### config.mk
export PLATFORM = sky130hd
export DESIGN_NAME = hdlc_tx_feeder
export DESIGN_NICKNAME = d
export VERILOG_FILES = /design/src/rtl/hdlc_tx_feeder.sv
export SDC_FILE = /design/constraint.sdc
export NUM_CORES = 1
export LEC_CHECK = 0
export BUFFER_PORTS_ARGS = -buffer_cell sky130_fd_sc_hd__buf_4
export CORE_ASPECT_RATIO = 1.5
export CORE_MARGIN = 2
export CORE_UTILIZATION = 61
export CTS_CLUSTER_DIAMETER = 40
export DETAILED_ROUTE_END_ITERATION = 6
export GPL_TIMING_DRIVEN = 0
export HOLD_SLACK_MARGIN = 0.05
export PLACE_DENSITY = 0.95
export SYNTH_ARGS = -nofsm -noshare
export SYNTH_HDL_FRONTEND = slang
export SYNTH_SLANG_ARGS = --single-unit
### constraint.sdc
create_clock -name clk -period 5.95 [get_ports clk]
set_input_delay 0.2975 -clock clk [delete_from_list [all_inputs] [get_ports clk]]
set_output_delay 0.2975 -clock clk [all_outputs]
set_load 0.01 [all_outputs]
### src/rtl/hdlc_tx_feeder.sv
module hdlc_tx_feeder #(
  parameter int LEN_W = 10,
  parameter int CHUNK = 32,
  localparam int IDX_W = $clog2(CHUNK)
) (
  input  logic             clk,
  input  logic             rst_n,
  input  logic             link_up,
  input  logic             req_valid,
  input  logic [LEN_W-1:0] req_len,
  output logic             req_accept,
  output logic             req_reject,
  output logic             req_error,
  output logic [LEN_W-1:0] buf_addr,
  input  logic [7:0]       buf_data,
  output logic             fifo_wr,
  output logic [IDX_W-1:0] fifo_idx,
  output logic [7:0]       fifo_data,
  output logic             cmd_send,
  output logic             cmd_last,
  input  logic             pool_ready,
  input  logic             underrun,
  input  logic             repeat_req,
  output logic             sent_ok,
  output logic             busy
);

  typedef enum logic [1:0] {S_IDLE, S_LOAD, S_CMD, S_WAIT} st_t;

  st_t              st;
  logic [LEN_W-1:0] frm_len;
  logic [LEN_W-1:0] base;
  logic [IDX_W-1:0] idx;
  logic [IDX_W:0]   cnt;

  function automatic logic [IDX_W:0] chunk_of(input logic [LEN_W-1:0] rem);
    if (rem > LEN_W'(CHUNK)) return (IDX_W+1)'(CHUNK);
    return rem[IDX_W:0];
  endfunction

  wire              rewind   = underrun | repeat_req;
  wire [LEN_W-1:0]  eff_base = rewind ? '0 : base;
  wire [LEN_W-1:0]  eff_rem  = frm_len - eff_base;
  wire [LEN_W-1:0]  base_nxt = base + LEN_W'(cnt);

  assign busy      = (st != S_IDLE);
  assign fifo_wr   = (st == S_LOAD);
  assign fifo_idx  = idx;
  assign buf_addr  = base + LEN_W'(idx);
  assign fifo_data = buf_data;
  assign cmd_send  = (st == S_CMD);
  assign cmd_last  = cmd_send && (base_nxt == frm_len);

  always_ff @(posedge clk) begin
    if (!rst_n) begin
      st         <= S_IDLE;
      frm_len    <= '0;
      base       <= '0;
      idx        <= '0;
      cnt        <= '0;
      req_accept <= 1'b0;
      req_reject <= 1'b0;
      req_error  <= 1'b0;
      sent_ok    <= 1'b0;
    end else begin
      req_accept <= 1'b0;
      req_reject <= 1'b0;
      req_error  <= 1'b0;
      sent_ok    <= 1'b0;

      if (req_valid) begin
        if (st != S_IDLE)                   req_error  <= 1'b1;
        else if (!link_up || req_len == '0) req_reject <= 1'b1;
        else                                req_accept <= 1'b1;
      end

      case (st)
        S_IDLE: if (req_valid && link_up && req_len != '0) begin
          frm_len <= req_len;
          base    <= '0;
          idx     <= '0;
          cnt     <= chunk_of(req_len);
          st      <= S_LOAD;
        end
        S_LOAD: begin
          if ({1'b0, idx} == cnt - 1'b1) begin
            idx <= '0;
            st  <= S_CMD;
          end else begin
            idx <= idx + 1'b1;
          end
        end
        S_CMD: begin
          base <= base_nxt;
          st   <= S_WAIT;
        end
        S_WAIT: begin
          if (rewind) base <= '0;
          if (pool_ready) begin
            if (eff_rem != '0) begin
              cnt <= chunk_of(eff_rem);
              idx <= '0;
              st  <= S_LOAD;
            end else begin
              sent_ok <= 1'b1;
              st      <= S_IDLE;
            end
          end
        end
        default: st <= S_IDLE;
      endcase
    end
  end

endmodule


Yosys cells after proc, flatten, opt, wreduce, memory -nomap -nowiden
Cells that the tools add are included.
Storage, ports and cells
  register bits: 37
  bits of input ports: 25
  output and inout port bits: 31
  word-level logic and storage cells: 83
Operators by class
  add/sub/neg operators: 5
  magnitude comparators: 2
  eq/ne operators: 9
  mux-type cells: 34
  bitwise operators: 3
  reduce and logical (&&, ||, !) cells: 21
Operators with widths (count)
  6-bit two-way mux: 7
  10-bit case mux with 3 select lines: 1
  10-bit by 6-bit > comparator with 1-bit output (second input constant): 2
  10-bit two-way mux: 2
  5-bit two-way mux: 4
  10-bit nonzero test: 2
  5-bit case mux with 3 select lines: 1
  1-bit two-way mux: 14
  6-bit case mux with 2 select lines: 1
  10-bit by 5-bit adder with 10-bit output: 1
  10-bit by 6-bit adder with 10-bit output: 1
  10-bit equality test: 1
  10-bit zero test: 1
  10-bit subtractor: 1
  2-bit case mux with 4 select lines: 1
  4-bit AND reduction: 2
  5-bit by 6-bit equality test with 1-bit output: 1
  2-bit two-way mux: 3
  2-bit != test (second input constant): 3
  2-bit AND reduction: 3
  3-bit AND reduction: 2
  3-bit nonzero test: 2
  6-bit by 1-bit subtractor with 6-bit output (second input constant): 1
  5-bit by 1-bit adder with 5-bit output (second input constant): 1
  11 further kinds: 16

Logic depth before layout (Yosys ltp)
Gate-level depths: netlist of run 1.
  depth in word-level cells: 13
  mapped depth: 13
  mapped depth without buffers: 12

Least setup slack after synthesis of run 1
Ideal clock, no wire load.
  kind: input to register
  from: in repeat_req
  to: reg cnt[1]
  library setup time: 0.152 ns
  data arrival time: 3.210 ns
  data required time: 5.798 ns
  path slack: 2.588 ns
  stages on the path: 12
  buffers on the path: 1
  path through: nor2_1 nand2_1 ha_1 and2_4 a221oi_4 nand2_4 xnor2_4 or4b_4 or4_1 buf_2 a21oi_1 a311oi_1
On the way
  cells in the longest elaborated chain, start to end: 13
  elaborated cells between the ends (all ways): 16
  classes of those cells: 1 x add/sub; 1 x order compare; 1 x eq/ne; 10 x mux; 1 x bitwise; 2 x reduce/logical
Ends and longest elaborated chain
  from (decl): RTL line 23  | input logic repeat_req,
  1-bit OR *: RTL line 41  | wire rewind = underrun | repeat_req;
  10-bit two-way mux *
  10-bit subtractor *: RTL line 43  | wire [LEN_W-1:0] eff_rem = frm_len - eff_base;
  10-bit by 6-bit > comparator with 1-bit output: RTL line 37  | if (rem > LEN_W'(CHUNK)) return (IDX_W+1)'(CHUNK);
  1-bit two-way mux: RTL line 37
  1-bit two-way mux: RTL line 100  | if (eff_rem != '0) begin
  1-bit two-way mux: RTL line 99  | if (pool_ready) begin
  1-bit two-way mux: RTL line 77  | case (st)
  1-bit two-way mux: RTL line 55  | if (!rst_n) begin
  6-bit two-way mux: RTL line 38  | return rem[IDX_W:0];
  6-bit two-way mux: RTL line 100
  6-bit two-way mux: RTL line 99
  6-bit case mux with 2 select lines: RTL line 77
  to (signal assigned): RTL line 82  | cnt <= chunk_of(req_len);
  to (signal assigned): RTL line 101  | cnt <= chunk_of(eff_rem);
  to (decl): RTL line 34  | logic [IDX_W:0] cnt;
Every way passes the cells marked *; elsewhere a longest branch is shown, timed or not. The select of a mux whose other input is x is not followed.
A chain may end at the register's enable or synchronous reset.

Worst setup path after layout of run 1
Same ends and word-level chain as after synthesis.

==> flow_summary_export.csv, run 1 <==
group,metric,value,unit
status,outcome,"completed",
worst_setup_path,critPathArrivalTime,3850,ps
power,powerDensity,367,nW/um^2
finish,instances_no_fill,520,
grt,grt_use_total,29.7,%
clock_network,cts_resized,0,
yosys,synth_edf_count,0,
clock_network,clockBufferDepth,2,
sta,period_minus_slack,3710,ps
power,power,1.38,mW
grt,antenna_found_initial,0,
sta,slew_violations,0,
yosys,synthAdderAreaFrac,12.4,%
finish,n_antenna_cell,0,
grt,grt_pass1_vias,3137,
yosys,ys_ff_latch,37,
floorplan,start_util,63.0,%
placement,gp_congestion,0.932,
placement,place_area,3640,sq um
finish,post-route-util,74.2,%
grt,grt_use_met3,3.77,%
grt,grt_max_degree,13,
drt,drc,0,
yosys,synth-main-ff-cell,"dfxtp_1",
finish,mostFrequentLayoutCell,"buf_4",
drt,initialDrtViolationCount,239,
yosys,synth_compound_area_share,19.4,%
sta,hold_violations,0,
flow_run,maxCapViolCount,0,
grt,gr-max-usage-layer,"met2",
finish,mostFrequentLayoutCells,"55 x buf_4, 37 x nor2_1, 37 x dfxtp_1, 33 x nand2_1, 27 x ha_1",
sta,fin_ws,2240,ps
clock_network,cts_tree,"yes",
yosys,syn_area,3200,sq um
yosys,synthXorXnorAreaFrac,11.0,%
placement,dp_slack,1980,ps
drt,via_per_inst,6.25,
yosys,async_flop_share,0,%
yosys,seq_area_frac_synth,23.1,%
floorplan,die_h,92.8,um
floorplan,coreArea,5080,sq um
min_path,min_path_type,"input port to flop",
yosys,synthTopCellsByArea,"dfxtp_1 23%, ha_1 11%, xnor2_1 6.0%",
yosys,yosys.area_share.simple,24.4,%
placement,portBuffers,47,
sta,post-route-period-util,62.3,%
sta,holdWs,231,ps
drt,vias,3251,
grt,grt_pass1_wl,14000,um
drt,ant_nets,0,
finish,final_area,3770,sq um
floorplan,dieArea,5860,sq um
power,vdd_drop_max,195,uV
drt,post_drt_wl_per_cell,16.5,um
yosys,synth.distinct_cells,57,
sta,fin_skew,9.56,ps
clock_network,cts.clk_slew.worst_paths,80,ps
finish,area_growth,17.9,%
clock_network,clock_latency,300,ps
yosys,ys_warn_count,0,
placement,dp_hpwl,6670,um
yosys,synth_area_leader_cell,"dfxtp_1",
yosys,syn_avg_cell_area,8.07,sq um
floorplan,ios,56,
clock_network,cts_setup_buffers,0,
sta,finalSetupTns,0,ps
placement,numPlacedInstances,512,
worst_setup_path,worstSetupStartpointType,"input port",
sta,setup_violations,0,
yosys,synth_top_family_by_area,"simple AND/OR/NAND/NOR gates",
min_path,min-delay-start,"pool_ready",
worst_setup_path,cp-end-kind,"flop",
clock_network,clock_sinks,37,
clock_network,hold_buffers,0,
worst_setup_path,crit_required,6100,ps
worst_setup_path,startpoint,"repeat_req",
floorplan,rows,32,
sta,grt_setup_unrepaired,"no",
yosys,syn_nets,452,
grt,grt_use_met2,55.7,%
yosys,yosysTopAreaCellShare,23.1,%
sta,max_freq,270,MHz
drt,drt_wl_total,8580,um
power,p_leak,1.70,nW
worst_setup_path,r2r-start,"base[6]",
sta,worstMarginPinSlew,669,ps
finish,drive_above_1_share,16.4,%
worst_setup_path,path_class,"input port to flop",
drt,firstDrtPassIters,5,
yosys,syn_inst,397,
finish,nNetsFinal,506,
clock_network,cts-root-buf,"clkbuf_8",
clock_network,numCtsBuffers,5,
sta,slew_headroom,55.1,%
yosys,muxShareOfSynthArea,3.44,%
clock_network,ctsHtreeMaxLevel,2,
worst_setup_path,path_max_fanout,10,
floorplan,fp.dieW,63.2,um
grt,grt_overflow,0,
grt,met1_usage,31.8,%
## where the power goes
group	internal, mW	total (mW)	leakage [nW]	switching (mW)
registers	0.290	0.355	0.301	0.0651
logic	0.316	0.764	1.33	0.448
clock network	0.167	0.265	0.0681	0.0983
total	0.772	1.38	1.70	0.612
## area by class of cell
type | instances | area [sq um]
sequential | 37 | 741
clock inverter | 3 | 65.1
clock buffer | 5 | 68.8
tap | 68 | 85.1
buffer | 27 | 134
fill | 362 | 1310
timing repair buffer | 47 | 353
multi-input combinational | 315 | 2260
inverter | 18 | 67.6
## flip-flops by register name, summed over array words and instances, names as in the netlist, 2 cells and up
name / count
base: 10
cnt: 6
st: 2
frm_len: 10
fifo_idx: 5
## critical path: stages
cell	delay (ps)
buf_4	110
nor2_1	490
nand2_1	160
ha_1	290
nor2b_1	140
o211ai_1	440
nand2_4	130
xnor2_4	300
or4b_4	530
or4_1	560
buf_2	180
a21oi_1	160
a311oi_1	70
## final timing paths
kind	cells after the start	to	slack [ps]
worst min-delay path	2	sent_ok	230
worst min register to register	2	cnt[5]	540
worst max-delay path	13	cnt[1]	2240
worst max register to register	13	fifo_idx[4]	2360
## cell usage after synthesis, drive strengths merged, types with 3 or more instances
library cell and n:
nand4 8, inv 18, o21a 5, clkbuf 17
nand3b 6, o21ai 11, and2 4, a21o 8
nor2 37, o21bai 3, a22oi 6, ha 27
a211oi 3, nand2 34, nand3 12, buf 10
nor2b 6, dfxtp 37, o211ai 6, a21oi 21
xor2 15, mux2i 11, nand4b 3, nor3 15
xnor2 23, fa 3, nor4 4, a311oi 7
or4 6, a31oi 3
## layer usage
| metal | share of wire [%] | up-vias |
|---|---|---|
| li1 | - | 1530 |
| met1 | 38 | 1531 |
| met2 | 52 | 153 |
| met3 | 5.9 | 37 |
| met4 | 4.5 | 0 |
| met5 | 0 | - |
## logic make-up (layout without fill, tap and decap cells)
logic type / count (synthesis) / in the layout
and+or+nand+nor: 148 / 148
AOI/OAI and AO/OA: 88 / 88
buffers and inverters: 45 / 100
xor gates and xnor gates: 38 / 38
DFF: 37 / 37
adders and majority gates: 30 / 30
muxes: 11 / 11
No activity file was read; power rests on OpenSTA's default activity.
==> run 2, diff against run 1 <==
--- a/config.mk
+++ b/config.mk
@@ -8,12 +8,12 @@
 export BUFFER_PORTS_ARGS = -buffer_cell sky130_fd_sc_hd__buf_4
 export CORE_ASPECT_RATIO = 1.5
 export CORE_MARGIN = 2
-export CORE_UTILIZATION = 61
+export CORE_UTILIZATION = 52
 export CTS_CLUSTER_DIAMETER = 40
 export DETAILED_ROUTE_END_ITERATION = 6
 export GPL_TIMING_DRIVEN = 0
 export HOLD_SLACK_MARGIN = 0.05
-export PLACE_DENSITY = 0.95
+export PLACE_DENSITY = 0.89
 export SYNTH_ARGS = -nofsm -noshare
 export SYNTH_HDL_FRONTEND = slang
 export SYNTH_SLANG_ARGS = --single-unit
==> constraint.sdc (replaced) <==
create_clock -name clk -period 3.39 [get_ports clk]
set_input_delay 0.1695 -clock clk [delete_from_list [all_inputs] [get_ports clk]]
set_output_delay 0.1695 -clock clk [all_outputs]
set_load 0.01 [all_outputs]
==> run 2 against run 1 <==
  * Combinational power up 82%
  * Flip-flop and latch count unchanged
  * Count of clock-buffer cells in the layout unchanged
  * Non-clock buffer count up 3
  * Clock skew up 4.7 ps
  * Sequential power up 76%
  * Cell count up 1.7%
  * Largest power group unchanged
==> flow_summary_export.csv, run 2 (synthesized netlist as in run 1, its figures left out) <==
group,metric,value,unit
clock_network,cts.clk_slew.worst_paths,90,ps
worst_setup_path,cp.buffers_inverters,1,
finish,final-seq-area,744,sq um
floorplan,ios,56,
grt,grt_pass1_wl,13700,um
grt,grt_use_total,25.7,%
clock_network,ctsHtreeMaxLevel,2,
worst_setup_path,path_max_fanout,6,
drt,drt_wl_total,8520,um
floorplan,coreArea,6040,sq um
worst_setup_path,path_class,"flop to flop",
finish,drive_above_1_share,19.8,%
floorplan,fp.dieW,68.1,um
grt,grt_max_degree,13,
finish,nNetsFinal,509,
flow_run,maxCapViolCount,0,
power,power.share.clock,18.8,%
clock_network,clockBufferDepth,2,
clock_network,cts_tree,"yes",
placement,portBuffers,47,
floorplan,start_util,53.0,%
clock_network,cts-root-buf,"clkbuf_8",
power,powerDensity,645,nW/um^2
drt,post_drt_wl_per_cell,16.1,um
sta,hold_violations,0,
worst_setup_path,path_delay_family,"simple AND/OR/NAND/NOR gates",
worst_setup_path,cp-end-kind,"flop",
clock_network,numCtsBuffers,5,
finish,nFillCells,504,
clock_network,hold_buffers,0,
power,sw_frac_of_total,43.5,%
sta,post-route-period-util,96.4,%
power,p_int,1.40,mW
worst_setup_path,worstSetupStartpointType,"flop",
finish,n_antenna_cell,0,
drt,initialDrtViolationCount,219,
finish,mostFrequentLayoutCells,"61 x buf_4, 36 x nor2_1, 34 x dfxtp_1, 33 x nand2_1, 27 x ha_1",
grt,grt_overflow,0,
status,outcome,"completed",
power,p_sw,1.08,mW
worst_setup_path,crit_slowest_cell,"or4_1",
power,vdd_drop_max,280,uV
drt,firstDrtPassIters,5,
drt,vias,3163,
grt,grt_pass1_vias,2998,
min_path,hold_path_depth,2,
finish,reg_top3,"base (10), frm_len (10), cnt (6)",
placement,dp_hpwl,6540,um
power,p_leak,1.75,nW
worst_setup_path,slowest_delay,540,ps
sta,max_freq,306,MHz
floorplan,rows,35,
sta,slew_violations,0,
sta,fin_skew,14.3,ps
drt,drc,0,
floorplan,die_h,100,um
worst_setup_path,critPathArrivalTime,3430,ps
finish,post-route-util,63.8,%
finish,area_growth,20.4,%
floorplan,dieArea,6820,sq um
sta,period_minus_slack,3270,ps
sta,setup_violations,0,
worst_setup_path,reg2reg_depth,12,
finish,mostFrequentLayoutCell,"buf_4",
worst_setup_path,crit_required,3560,ps
worst_setup_path,path_depth,12,
drt,ant_nets,0,
sta,holdWs,109,ps
power,pwr-share-comb,56.1,%
clock_network,clock_latency,310,ps
worst_setup_path,cp_cell_sequence,"and2_1, ha_1, fa_2, nor2b_2, o21a_1, nor2_1, xnor2_1, or4b_4, or4_1, buf_2, a21oi_1, a311oi_1",
finish,multiInputGateArea,2290,sq um
placement,gp_congestion,0.912,
min_path,min_path_type,"input port to flop",
grt,antenna_found_initial,0,
power,pwr-share-seq,25.1,%
sta,slew_headroom,49.9,%
sta,worstMarginPinSlew,751,ps
clock_network,clock_sinks,37,
drt,via_per_inst,5.98,
==> run 2: changes by cell type in the layout (fill, tap and decap cells not counted), moves of 2 or more <==
cell      change
dfxtp_1       -3
clkbuf_2      +2
buf_4         +6
dfxtp_2       +3
clkbuf_1      -5
==> run 2: per-layer routing <==
layer | global-route usage [%] | vias to the layer above | part of all wire [%]
li1 | - | 1527 | -
met1 | 29.4 | 1490 | 38
met2 | 45.0 | 118 | 53
met3 | 2.58 | 28 | 4.5
met4 | 14.3 | 0 | 4.5
met5 | 0 | - | 0
==> run 2: what timing repair did <==
item | CTS | global route
setup endpoints to repair | 10 | 10
resized for setup | 4 | 10
buffers inserted | 0 | 6
pin swaps | 1 | 4
gates cloned | 0 | 0
==> run 2: worst register-to-register path, cell delays in order (launching register included) <==
cell	delay, ps
dfxtp_1	370
and2_1	160
ha_1	210
fa_2	370
nor2b_2	190
o21a_1	130
nor2_1	40
xnor2_1	170
or4b_4	520
or4_1	540
buf_2	180
a21oi_1	180
a311oi_1	70
==> run 2: worst paths after layout <==
check	slack, ps	end	start
min	110	sent_ok	pool_ready
max reg2reg	120	cnt[4]	base[0]
min reg2reg	550	cnt[5]	cnt[5]
max	120	cnt[4]	base[0]
==> run 2: area by class of cell <==
cell class,count,share of cell area (%)
timing repair buffer,53,10.3
tap,74,2.40
multi-input combinational,315,59.5
buffer,24,3.24
inverter,18,1.75
sequential,37,19.3
clock buffer,5,1.78
clock inverter,3,1.69
==> run 2: power by group through the flow <==
stage          sequential, mW  combinational [mW]  clock (mW)
3_5_place_dp            0.630                1.29           0
6_report                0.624                1.39       0.468
5_1_grt                 0.633                1.54       0.481
2_1_floorplan           0.599               0.989           0
4_1_cts                 0.621                1.31       0.468
3_3_place_gp            0.622                1.24           0
==> run 2: metrics by stage <==
step           power [mW]  instance area (sq um)  instances  TNS (ps)  setup WS [ps]
2_1_floorplan        1.59                   3200        397         0            156
3_3_place_gp         1.86                   3650        518     -3090           -374
3_5_place_dp         1.92                   3650        518     -3680           -399
4_1_cts              2.40                   3790        525         0           6.57
5_1_grt              2.65                   3860        529     -42.1          -22.8
6_report             2.49                   3860        529         0            123
